**src/rtl/rxfs_pkg.sv**
```systemverilog
package rxfs_pkg;

  typedef enum logic [2:0] {
    A_DATA  = 3'd0,
    A_STAT  = 3'd1,
    A_LINE  = 3'd2,
    A_COUNT = 3'd3,
    A_CTRL  = 3'd4
  } rxfs_addr_e;

  // trigger select code -> byte count
  function automatic int unsigned trig_level(input logic [1:0] sel);
    case (sel)
      2'd0:    return 1;
      2'd1:    return 4;
      2'd2:    return 8;
      default: return 14;
    endcase
  endfunction

endpackage

```
**src/rtl/rxfs_fifo.sv**
```systemverilog
module rxfs_fifo #(
  parameter int DEPTH  = 16,
  parameter int DATA_W = 8,
  localparam int AW    = $clog2(DEPTH),
  localparam int CNT_W = $clog2(DEPTH + 1)
) (
  input  logic              clk,
  input  logic              rst_n,
  input  logic              push,
  input  logic              pop,
  input  logic [DATA_W-1:0] wdata,
  output logic [DATA_W-1:0] rdata,
  output logic [CNT_W-1:0]  count,
  output logic              full,
  output logic              empty
);
  logic [DATA_W-1:0] mem [DEPTH];
  logic [AW-1:0]     wr_q, wr_d, rd_q, rd_d;
  logic [CNT_W-1:0]  cnt_q, cnt_d;

  always_comb begin
    wr_d  = wr_q;
    rd_d  = rd_q;
    cnt_d = cnt_q;
    if (push) wr_d = wr_q + 1'b1;
    if (pop)  rd_d = rd_q + 1'b1;
    if (push && !pop)      cnt_d = cnt_q + 1'b1;
    else if (pop && !push) cnt_d = cnt_q - 1'b1;
  end

  always_ff @(posedge clk or negedge rst_n) begin
    if (!rst_n) begin
      wr_q  <= '0;
      rd_q  <= '0;
      cnt_q <= '0;
    end else begin
      wr_q  <= wr_d;
      rd_q  <= rd_d;
      cnt_q <= cnt_d;
    end
  end

  always_ff @(posedge clk) begin
    if (push) mem[wr_q] <= wdata;
  end

  assign rdata = mem[rd_q];
  assign count = cnt_q;
  assign full  = (cnt_q == CNT_W'(DEPTH));
  assign empty = (cnt_q == '0);
endmodule

```
**src/rtl/rxfs_flag_cell.sv**
```systemverilog
module rxfs_flag_cell #(
  parameter bit SET_WINS = 1'b1
) (
  input  logic clk,
  input  logic rst_n,
  input  logic set,
  input  logic rd_stb,
  input  logic wr_stb,
  input  logic wr_bit,
  output logic flag,
  output logic clr
);
  logic flag_q, flag_d, armed_q, armed_d;

  assign clr = wr_stb & armed_q & ~wr_bit;

  generate
    if (SET_WINS) begin : g_set_wins
      always_comb flag_d = set | (flag_q & ~clr);
    end else begin : g_clr_wins
      always_comb flag_d = clr ? 1'b0 : (flag_q | set);
    end
  endgenerate

  always_comb begin
    armed_d = armed_q;
    if (wr_stb)                armed_d = 1'b0;
    else if (rd_stb && flag_q) armed_d = 1'b1;
  end

  always_ff @(posedge clk or negedge rst_n) begin
    if (!rst_n) begin
      flag_q  <= 1'b0;
      armed_q <= 1'b0;
    end else begin
      flag_q  <= flag_d;
      armed_q <= armed_d;
    end
  end

  assign flag = flag_q;
endmodule

```
**src/rtl/rxfs_idle_timer.sv**
```systemverilog
module rxfs_idle_timer #(
  parameter int TMO_W = 5
) (
  input  logic             clk,
  input  logic             rst_n,
  input  logic             restart,
  input  logic             tick,
  input  logic [TMO_W-1:0] tmo,
  output logic             fire
);
  logic [TMO_W-1:0] idle_q, idle_d;

  always_comb begin
    idle_d = idle_q;
    if (restart)                        idle_d = '0;
    else if (tick && (idle_q != '1))    idle_d = idle_q + 1'b1;
  end

  always_ff @(posedge clk or negedge rst_n) begin
    if (!rst_n) idle_q <= '0;
    else        idle_q <= idle_d;
  end

  assign fire = tick & ~restart & (tmo != '0) & (idle_q == tmo - 1'b1);
endmodule

```
**src/rtl/uart_rx_fifo_status.sv**
```systemverilog
module uart_rx_fifo_status #(
  parameter int DEPTH  = 16,
  parameter int DATA_W = 8
) (
  input  logic              clk,
  input  logic              rst_n,
  input  logic              rx_valid,
  input  logic [DATA_W-1:0] rx_data,
  input  logic              rx_frame_err,
  input  logic              rx_parity_err,
  input  logic              rx_break,
  input  logic              char_tick,
  input  logic              rxd_line,
  input  logic [2:0]        reg_addr,
  input  logic              reg_rd,
  input  logic              reg_wr,
  input  logic [DATA_W-1:0] reg_wdata,
  output logic [DATA_W-1:0] reg_rdata,
  output logic              rxi
);
  import rxfs_pkg::*;

  localparam int CNT_W = $clog2(DEPTH + 1);
  localparam int TMO_W = DATA_W - 3;

  // reset release synchronizer
  logic rst_meta, rst_sync_n;
  always_ff @(posedge clk or negedge rst_n) begin
    if (!rst_n) begin
      rst_meta   <= 1'b0;
      rst_sync_n <= 1'b0;
    end else begin
      rst_meta   <= 1'b1;
      rst_sync_n <= rst_meta;
    end
  end

  // control register
  logic             en_q, en_d;
  logic [1:0]       tsel_q, tsel_d;
  logic [TMO_W-1:0] tmo_q, tmo_d;
  logic             ctrl_wr;

  assign ctrl_wr = reg_wr && (reg_addr == A_CTRL);

  always_comb begin
    en_d   = en_q;
    tsel_d = tsel_q;
    tmo_d  = tmo_q;
    if (ctrl_wr) begin
      en_d   = reg_wdata[0];
      tsel_d = reg_wdata[2:1];
      tmo_d  = reg_wdata[DATA_W-1:3];
    end
  end

  // line level synchronizer and threshold history
  logic rxd_s1, rxd_s2, rdf, rdf_prev_q;

  always_ff @(posedge clk or negedge rst_sync_n) begin
    if (!rst_sync_n) begin
      en_q       <= 1'b0;
      tsel_q     <= 2'd0;
      tmo_q      <= '0;
      rxd_s1     <= 1'b1;
      rxd_s2     <= 1'b1;
      rdf_prev_q <= 1'b0;
    end else begin
      en_q       <= en_d;
      tsel_q     <= tsel_d;
      tmo_q      <= tmo_d;
      rxd_s1     <= rxd_line;
      rxd_s2     <= rxd_s1;
      rdf_prev_q <= rdf;
    end
  end

  // storage
  logic              push_req, push, pop, full, empty;
  logic [DATA_W-1:0] fifo_rdata;
  logic [CNT_W-1:0]  count, trig;

  assign push_req = rx_valid & en_q;
  assign pop      = reg_rd && (reg_addr == A_DATA) && !empty;
  assign push     = push_req & (~full | pop);
  assign trig     = CNT_W'(trig_level(tsel_q));

  rxfs_fifo #(.DEPTH(DEPTH), .DATA_W(DATA_W)) u_fifo (
    .clk   (clk),
    .rst_n (rst_sync_n),
    .push  (push),
    .pop   (pop),
    .wdata (rx_data),
    .rdata (fifo_rdata),
    .count (count),
    .full  (full),
    .empty (empty)
  );

  // idle timer for the data-ready flag
  logic tmo_fire;
  rxfs_idle_timer #(.TMO_W(TMO_W)) u_idle (
    .clk     (clk),
    .rst_n   (rst_sync_n),
    .restart (push),
    .tick    (char_tick),
    .tmo     (tmo_q),
    .fire    (tmo_fire)
  );

  // status flags: index 0 threshold, 1 error, 2 break, 3 data ready
  localparam int NSTAT = 4;
  logic [NSTAT-1:0] st_set, st_flag, st_clr;
  logic             st_rd, st_wr, ln_rd, ln_wr, orer, orer_clr;

  assign st_rd = reg_rd && (reg_addr == A_STAT);
  assign st_wr = reg_wr && (reg_addr == A_STAT);
  assign ln_rd = reg_rd && (reg_addr == A_LINE);
  assign ln_wr = reg_wr && (reg_addr == A_LINE);

  assign st_set[0] = (count >= trig);
  assign st_set[1] = push_req & (rx_frame_err | rx_parity_err);
  assign st_set[2] = push_req & rx_break;
  assign st_set[3] = tmo_fire & ~empty & (count < trig);

  generate
    for (genvar i = 0; i < NSTAT; i++) begin : g_stat
      rxfs_flag_cell #(.SET_WINS(i != 0)) u_cell (
        .clk    (clk),
        .rst_n  (rst_sync_n),
        .set    (st_set[i]),
        .rd_stb (st_rd),
        .wr_stb (st_wr),
        .wr_bit (reg_wdata[i]),
        .flag   (st_flag[i]),
        .clr    (st_clr[i])
      );
    end
  endgenerate

  rxfs_flag_cell #(.SET_WINS(1'b1)) u_orer (
    .clk    (clk),
    .rst_n  (rst_sync_n),
    .set    (push_req & full & ~pop),
    .rd_stb (ln_rd),
    .wr_stb (ln_wr),
    .wr_bit (reg_wdata[0]),
    .flag   (orer),
    .clr    (orer_clr)
  );

  assign rdf = st_flag[0];
  assign rxi = rdf & ~rdf_prev_q;

  logic unused_bits;
  assign unused_bits = ^{reg_wdata[DATA_W-1:NSTAT], st_clr[NSTAT-1:1], orer_clr};

  // read mux
  always_comb begin
    case (reg_addr)
      A_DATA:  reg_rdata = empty ? '0 : fifo_rdata;
      A_STAT:  reg_rdata = DATA_W'(st_flag);
      A_LINE:  reg_rdata = {rxd_s2, {(DATA_W-2){1'b0}}, orer};
      A_COUNT: reg_rdata = DATA_W'(count);
      A_CTRL:  reg_rdata = {tmo_q, tsel_q, en_q};
      default: reg_rdata = '0;
    endcase
  end
endmodule

```
**config.mk**
```make
export PLATFORM = sky130hd
export DESIGN_NAME = uart_rx_fifo_status
export DESIGN_NICKNAME = d
export VERILOG_FILES = /design/src/rtl/rxfs_pkg.sv /design/src/rtl/rxfs_fifo.sv /design/src/rtl/rxfs_flag_cell.sv /design/src/rtl/rxfs_idle_timer.sv /design/src/rtl/uart_rx_fifo_status.sv
export SDC_FILE = /design/constraint.sdc
export NUM_CORES = 1
export LEC_CHECK = 0
export BUFFER_PORTS_ARGS = -buffer_cell sky130_fd_sc_hd__buf_2
export CORE_MARGIN = 5
export CORE_UTILIZATION = 36
export DETAILED_ROUTE_END_ITERATION = 6
export GPL_TIMING_DRIVEN = 1
export PLACE_DENSITY = 0.56
export REMOVE_ABC_BUFFERS = 1
export SYNTH_ARGS = -nofsm -noshare
export SYNTH_HDL_FRONTEND = slang
export SYNTH_SLANG_ARGS = --single-unit
```
**constraint.sdc**
```tcl
create_clock -name clk -period 3.2 [get_ports clk]
set_clock_uncertainty 0.05 [all_clocks]
set_input_delay 0.32 -clock clk [delete_from_list [all_inputs] [get_ports clk]]
set_output_delay 0.32 -clock clk [all_outputs]
set_load 0.01 [all_outputs]
```
---- Yosys cells after proc, flatten, opt, wreduce, memory -nomap -nowiden ----
Memories as Yosys holds them, arrays and structs flattened.
Cells that the tools add are included.
operators by class
  reduce and logical (&&, ||, !) cells .... 29
  muxes and demuxes ....................... 20
  magnitude comparators ................... 2
  equal/unequal tests ..................... 9
  bitwise operators ....................... 46
  add/subtract/negate cells ............... 6
operator list
  operator               number
  $pmux W8 S5            1
  $and A1 B1 Y1          26
  $mux W5                4
  $logic_and A1 B1 Y1    15
  $reduce_bool A2 Y1     7
  $mux W1                13
  $not A1 Y1             13
  $pmux W4 S3            1
  $add A5 B1 Y5 const B  2
  $sub A5 B1 Y5 const B  2
  $add A4 B1 Y4 const B  2
  $mux W8                1
  $or A1 B1 Y1           7
  $eq A3 B2 Y1 const B   2
  $eq A5 B5 Y1           1
  $eq A5 B5 Y1 const B   1
  $ge A5 B5 Y1           1
  $logic_not A5 Y1       1
  $lt A5 B5 Y1           1
  $ne A5 B5 Y1 const B   1
  $reduce_bool A5 Y1     1
  $eq A3 B1 Y1 const B   1
  $eq A3 B3 Y1 const B   1
  $logic_not A1 Y1       3
  other kinds (4)        4
word-level totals
  output and inout port bits .............. 9
  RAM bits ................................ 128
  register bits after elaboration ......... 41
  memories kept ........................... 1
  word-level logic and storage cells ...... 135
  bits of input ports ..................... 29
memories
  name        depth  width  rd ports  clocked after Yosys merged registers in  wr ports  line             text
  u_fifo.mem  16     8      1         0                                        1         rxfs_fifo.sv:17  logic [DATA_W-1:0] mem [DEPTH];

---- Logic depth before layout (Yosys ltp) ----
  word-level depth ........................ 12
  depth in mapped cells ................... 13
  gate-level depth less buffers ........... 12

---- Modules after synthesis ----
A second synthesis with hierarchy kept.
second synthesis, totals
  cell total of the unflattened synthesis .. 467
  area total of the unflattened synthesis .. 7,390.8 µm²
modules (own cells, without submodules)
  module                                  cells each  instances  sequential area each (µm²)  area an instance (µm²)
  rxfs_fifo                               292         1          4,169.0                     5,724.2
  uart_rx_fifo_status                     94          1          327.8                       904.6
  rxfs_idle_timer                         38          1          125.1                       366.6
  rxfs_flag_cell at g_stat[1].u_cell ...  9           4          50.0                        80.1
  rxfs_flag_cell at g_stat[0].u_cell      7           1          50.0                        75.1

---- Worst setup path after synthesis ----
OpenSTA, ideal clock, no wires.
  path kind ............................... input port to flip-flop
  start ................................... in reg_addr[2]
  end ..................................... reg u_fifo.cnt_q[4], in the netlist u_fifo.count[4]
  stages on the path ...................... 13
  arrival ................................. 2.614 ns
  data required time ...................... 3.023 ns
  setup slack ............................. 0.409 ns
  library setup time ...................... 0.127 ns
  path through ............................ clkbuf_2 -> nor2_2 -> nand3_1 -> a31oi_1 -> buf_4 -> ha_1 -> inv_1 -> fa_1 -> a21o_1 -> a21oi_1 -> xnor2_1 -> nor2_1 -> xor2_1
on the way
  word-level cells in the longest chain between the ends .. 8
  elaborated cells between the ends (all ways) .. 11
  those cells by class .................... 1 x mux; 2 x bitwise; 8 x reduce/logical
ends and longest elaborated chain
  what                                 line                       text
  start, declared                      uart_rx_fifo_status.sv:14  input logic [2:0] reg_addr,
  $logic_not A3 Y1 *                   uart_rx_fifo_status.sv:84  assign pop = reg_rd && (reg_addr == A_DATA) && !empty;
  $logic_and A1 B1 Y1 * (2 in series)  uart_rx_fifo_status.sv:84
  $or A1 B1 Y1 *                       uart_rx_fifo_status.sv:85  assign push = push_req & (~full | pop);
  $and A1 B1 Y1 *                      uart_rx_fifo_status.sv:85
  named net push                       uart_rx_fifo_status.sv:79  logic push_req, push, pop, full, empty;
  $logic_not A1 Y1                     rxfs_fifo.sv:28            else if (pop && !push) cnt_d = cnt_q - 1'b1;
  $logic_and A1 B1 Y1                  rxfs_fifo.sv:28
  $reduce_bool A2 Y1 (no line)         -
  end signal, assigned                 rxfs_fifo.sv:39            cnt_q <= cnt_d;
  end, declared                        rxfs_fifo.sv:19            logic [CNT_W-1:0] cnt_q, cnt_d;
Mark *: on every way through the listed nets, which the timed path passes. The rest lies on a longest branch.
A chain may end at the register's enable or synchronous reset.

---- Final worst setup path ----
  start ................................... reg u_fifo.rd_q[1]
  end ..................................... out reg_rdata[1]
on the way
  word-level cells in the longest chain between the ends .. 3
ends and longest elaborated chain
  what                    line                        text
  start, declared         rxfs_fifo.sv:18             logic [AW-1:0] wr_q, wr_d, rd_q, rd_d;
  start signal, assigned  rxfs_fifo.sv:38             rd_q <= rd_d;
  $mem_v2 Z16 W8          -
  $mux W8                 uart_rx_fifo_status.sv:161  A_DATA: reg_rdata = empty ? '0 : fifo_rdata;
  $pmux W8 S5             uart_rx_fifo_status.sv:160  case (reg_addr)
  end, declared           uart_rx_fifo_status.sv:18   output logic [DATA_W-1:0] reg_rdata,
Every way passes these cells.

==> summary.md <==
| Metric | Value |
|---|---|
| Reg area | `0.00488 mm²` |
| Clock tree root driver cell | `sky130_fd_sc_hd__clkbuf_16` |
| Ratio of cells with drive above 1 in the final layout | `0.269` |
| RSZ-0062 raised after global routing | `no` |
| Final #Nets | `565` |
| Diodes inserted | `0` |
| Pleak | `3.07 nW` |
| Clock input transition at the sequential cells of the worst setup and hold paths | `0.07 ns` |
| Die Y-Extent | `152 µm` |
| Number of enable-type register cells in the synthesized netlist | `128` |
| Power spent charging and discharging nets | `0.00207 W` |
| Total of warnings raised by yosys | `0` |
| Vias per Instance | `5.07` |
| Clock latency of the later-clocked register in the worst-skew pair | `0.43 ns` |
| Most numerous cell types in the synthesized netlist | `128 x sky130_fd_sc_hd__edfxtp_1, 39 x sky130_fd_sc_hd__dfrtp_1, 30 x sky130_fd_sc_hd__nor2_1` |
| Cell internal power dissipation | `0.00462 W` |
| Critical path capture point type | `output pin` |
| Final Total Pwr | `0.00669 W` |
| Sum of overflow across all layers after global routing | `0` |
| Filler Cell Count | `1799` |
| Kind of start point of the critical path | `register` |
| Power density relative to cell area | `788 mW/mm²` |
| Comb power frac | `0.272` |
| Area fraction of the dominant cell type after synthesis | `0.531` |
| Peak supply drop | `373 µV` |
| Setup crit end | `reg_rdata[1]` |
| Max clock buf depth | `2` |
| Maximum operating frequency | `0.332 GHz` |
| Total iterations of the first detailed-routing run | `4` |
| Transition time of the tightest slew-check pin | `0.932 ns` |
| Register area share after synthesis | `0.673` |
| Number of placement rows | `51` |
| Cells on worst reg2reg path | `12` |
| Largest net degree at the start of global routing | `40` |
| Max-slew violation count | `0` |
| Maximum Capacitance Violations | `0` |
| H-tree levels | `4` |
| Post-Synthesis Cells | `449` |
| Starting Density | `0.369` |
| CP max FO | `11` |
| Total DRC errors in the routed layout | `0` |
| Via count | `4037` |
| Placed inst area | `0.00783 mm²` |
| Antenna violation net count after detailed routing | `0` |
| TritonCTS clock tree | `done` |
| Starting DRC count in detailed routing | `238` |
| Number of cells traversed by the worst hold path | `3` |
| Start-to-end type of the worst setup path | `register to output pin` |
| Final setup viols | `0` |
| Total half-perimeter wirelength after legalization and detailed placement | `10500 µm` |
| Startpoint of the worst register-to-register path | `u_fifo.count[2]` |
| Worst-case setup margin in the final layout | `0.188 ns` |
| Share of total power consumed by net switching | `0.309` |
| Min Tclk post-route | `3.01 ns` |
| Final Hold Violating Endpoints | `0` |
| Final routed wire length divided by cell count | `19.3 µm` |
| Predominant post-synthesis flop cell | `sky130_fd_sc_hd__edfxtp_1` |
| Async set or reset register ratio after synthesis | `0.243` |
| Biggest area consumer among synthesized cells | `sky130_fd_sc_hd__edfxtp_1` |
| Number of global-route vias before repair | `4130` |
| IO Pins | `38` |
| Placer's final routability congestion estimate | `0.843` |
| Most frequent cell after synthesis | `sky130_fd_sc_hd__edfxtp_1` |
| Final-layout setup total negative slack | `0 ns` |
| Worst-case register-to-register setup slack | `0.24 ns` |
| Final routed wirelength across all metal layers | `15400 µm` |
| CP Launch Point | `u_fifo.rd_q[1]` |
| Combined area of the multi-input logic cells | `0.00221 mm²` |
| Number of sinks on the clock net | `169` |
| Clock Power Share | `0.296` |
| Synthesized area | `0.00724 mm²` |
| Post-synthesis register bit count | `169` |
| Slew margin rel. | `0.379` |
| Initial antenna violation count | `0` |
| Critical path arrival | `2.64 ns` |
| Total global routing track utilization | `0.136` |
| Number of port buffers | `37` |
| End of the worst register-to-register path | `u_fifo.count[4]` |
| Die X-Extent | `152 µm` |
| Required time of the critical path | `2.83 ns` |
| Ranking of synthesized cells by area | `sky130_fd_sc_hd__edfxtp_1 53%, sky130_fd_sc_hd__dfrtp_1 13%, sky130_fd_sc_hd__mux4_2 7.2%` |
| Core outline area | `0.0197 mm²` |
| Post-synthesis area per instance | `16.1 µm²` |
| Number of distinct standard cells referenced by the synthesized netlist | `50` |
| Type of the most critical hold path | `primary input to register` |
| Full die area | `0.0231 mm²` |
| Worst Setup Slack post-DPL | `0.161 ns` |
| Final critical-path share of the clock period | `0.941` |
| Run status | `finished, final reports clean` |
| Signed area change from the synthesized netlist to the final layout | `17.2%` |
| Final design instance area without fill | `0.00849 mm²` |
| Total CTS buffers | `17` |
| Sequential power share | `0.432` |
| First-pass GRT wire length | `24100 µm` |
==> what timing repair did <==
item / in CTS / in global routing
setup buffers: 0 / 7
endpoints found under the hold margin: 3 / 0
hold buffers: 2 / 0
setup endpoints to repair: 4 / 4
gates resized for setup: 1 / 1
==> power by group through the flow <==
stage                     clock network (W)  registers (W)  logic, W
after floorplan                           0        0.00296   0.00109
after global placement                    0        0.00295   0.00169
after detailed placement                  0        0.00296   0.00172
after CTS                           0.00203        0.00292   0.00173
after global routing                0.00212        0.00293   0.00199
final                               0.00198        0.00289   0.00182
==> cells in the final DEF (no fill, tap or decap), drive strengths merged, types with 3 or more instances in the layout <==
master  count
a211oi      3
a21oi      13
a221o       3
a22oi       5
a31oi       6
and3        5
buf        70
clkbuf     18
clkinv      5
dfrtp      39
edfxtp    128
ha         16
inv        17
mux2       11
mux2i       6
mux4       32
nand2      29
nand2b      4
nand3      12
nand3b      3
nand4       3
nor2       31
nor2b       9
nor3        7
nor4        3
o21ai      12
xnor2      13
xor2        6
==> sequential cells by signal (all words and copies together), names as in the netlist, 2 cells and up <==
register / count
u_fifo.count: 5
u_fifo.wr_q: 4
u_fifo.rd_q: 4
tsel_q: 2
g_stat.u_cell.flag: 4
tmo_q: 5
u_idle.idle_q: 5
g_stat.u_cell.armed_q: 4
u_fifo.mem: 128
==> per-stage QoR <==
stage | cells | util | hold slack (ns)
after detailed placement | 756 | 0.399 | 0.0554
after global routing | 796 | 0.432 | 0.0582
after global placement | 756 | 0.399 | 0.0573
after CTS | 789 | 0.429 | 0.0374
final | 796 | 0.432 | 0.0513
after floorplan | 428 | - | -0.0256
==> logic make-up after synthesis <==
group / count (synthesis) / synth area share
buffers and inverters: 32 / 0.0231
muxes: 49 / 0.130
DFF: 169 / 0.673
AOI/OAI and AO/OA: 52 / 0.0473
and+or+nand+nor: 110 / 0.0736
other: 1 / 0.000518
xor gates and xnor gates: 19 / 0.0230
adders and majority gates: 17 / 0.0304
==> routing by layer <==
metal | global-route usage | vias up | wire (µm)
met1 | 0.177 | 2057 | 6860
met2 | 0.227 | 87 | 7540
met5 | 0 | - | 0
li1 | - | 1876 | -
met3 | 0.0329 | 17 | 762
met4 | 0.0411 | 0 | 199
==> worst min-delay path by stage <==
stage	slack, ns	start	endpoint
2_1_floorplan	-0.03	rst_n	rst_meta
3_3_place_gp	0.06	rst_n	rst_meta
3_5_place_dp	0.06	rst_n	rst_meta
4_1_cts	0.04	reg_wdata[4]	tmo_q[1]
5_1_grt	0.06	reg_wr	u_orer.armed_q
6_report	0.05	reg_wdata[4]	tmo_q[1]
==> area by class of cell <==
| class | instances | area share |
|---|---|---|
| multi-input cells | 248 | 0.260 |
| well taps | 265 | 0.0390 |
| clock inverters | 13 | 0.0162 |
| flip-flops and latches | 169 | 0.574 |
| inverters | 11 | 0.00486 |
| repair buffers | 72 | 0.0548 |
| clock buffers | 18 | 0.0505 |
==> worst max-delay path: stages (launching register included) <==
cell and delay, ns:
sky130_fd_sc_hd__dfrtp_4 0.52, sky130_fd_sc_hd__buf_12 0.16, sky130_fd_sc_hd__mux4_1 0.57, sky130_fd_sc_hd__a22oi_1 0.35
sky130_fd_sc_hd__a31oi_1 0.17, sky130_fd_sc_hd__a221o_1 0.29, sky130_fd_sc_hd__buf_2 0.15
No activity file was read; power rests on OpenSTA's default activity.
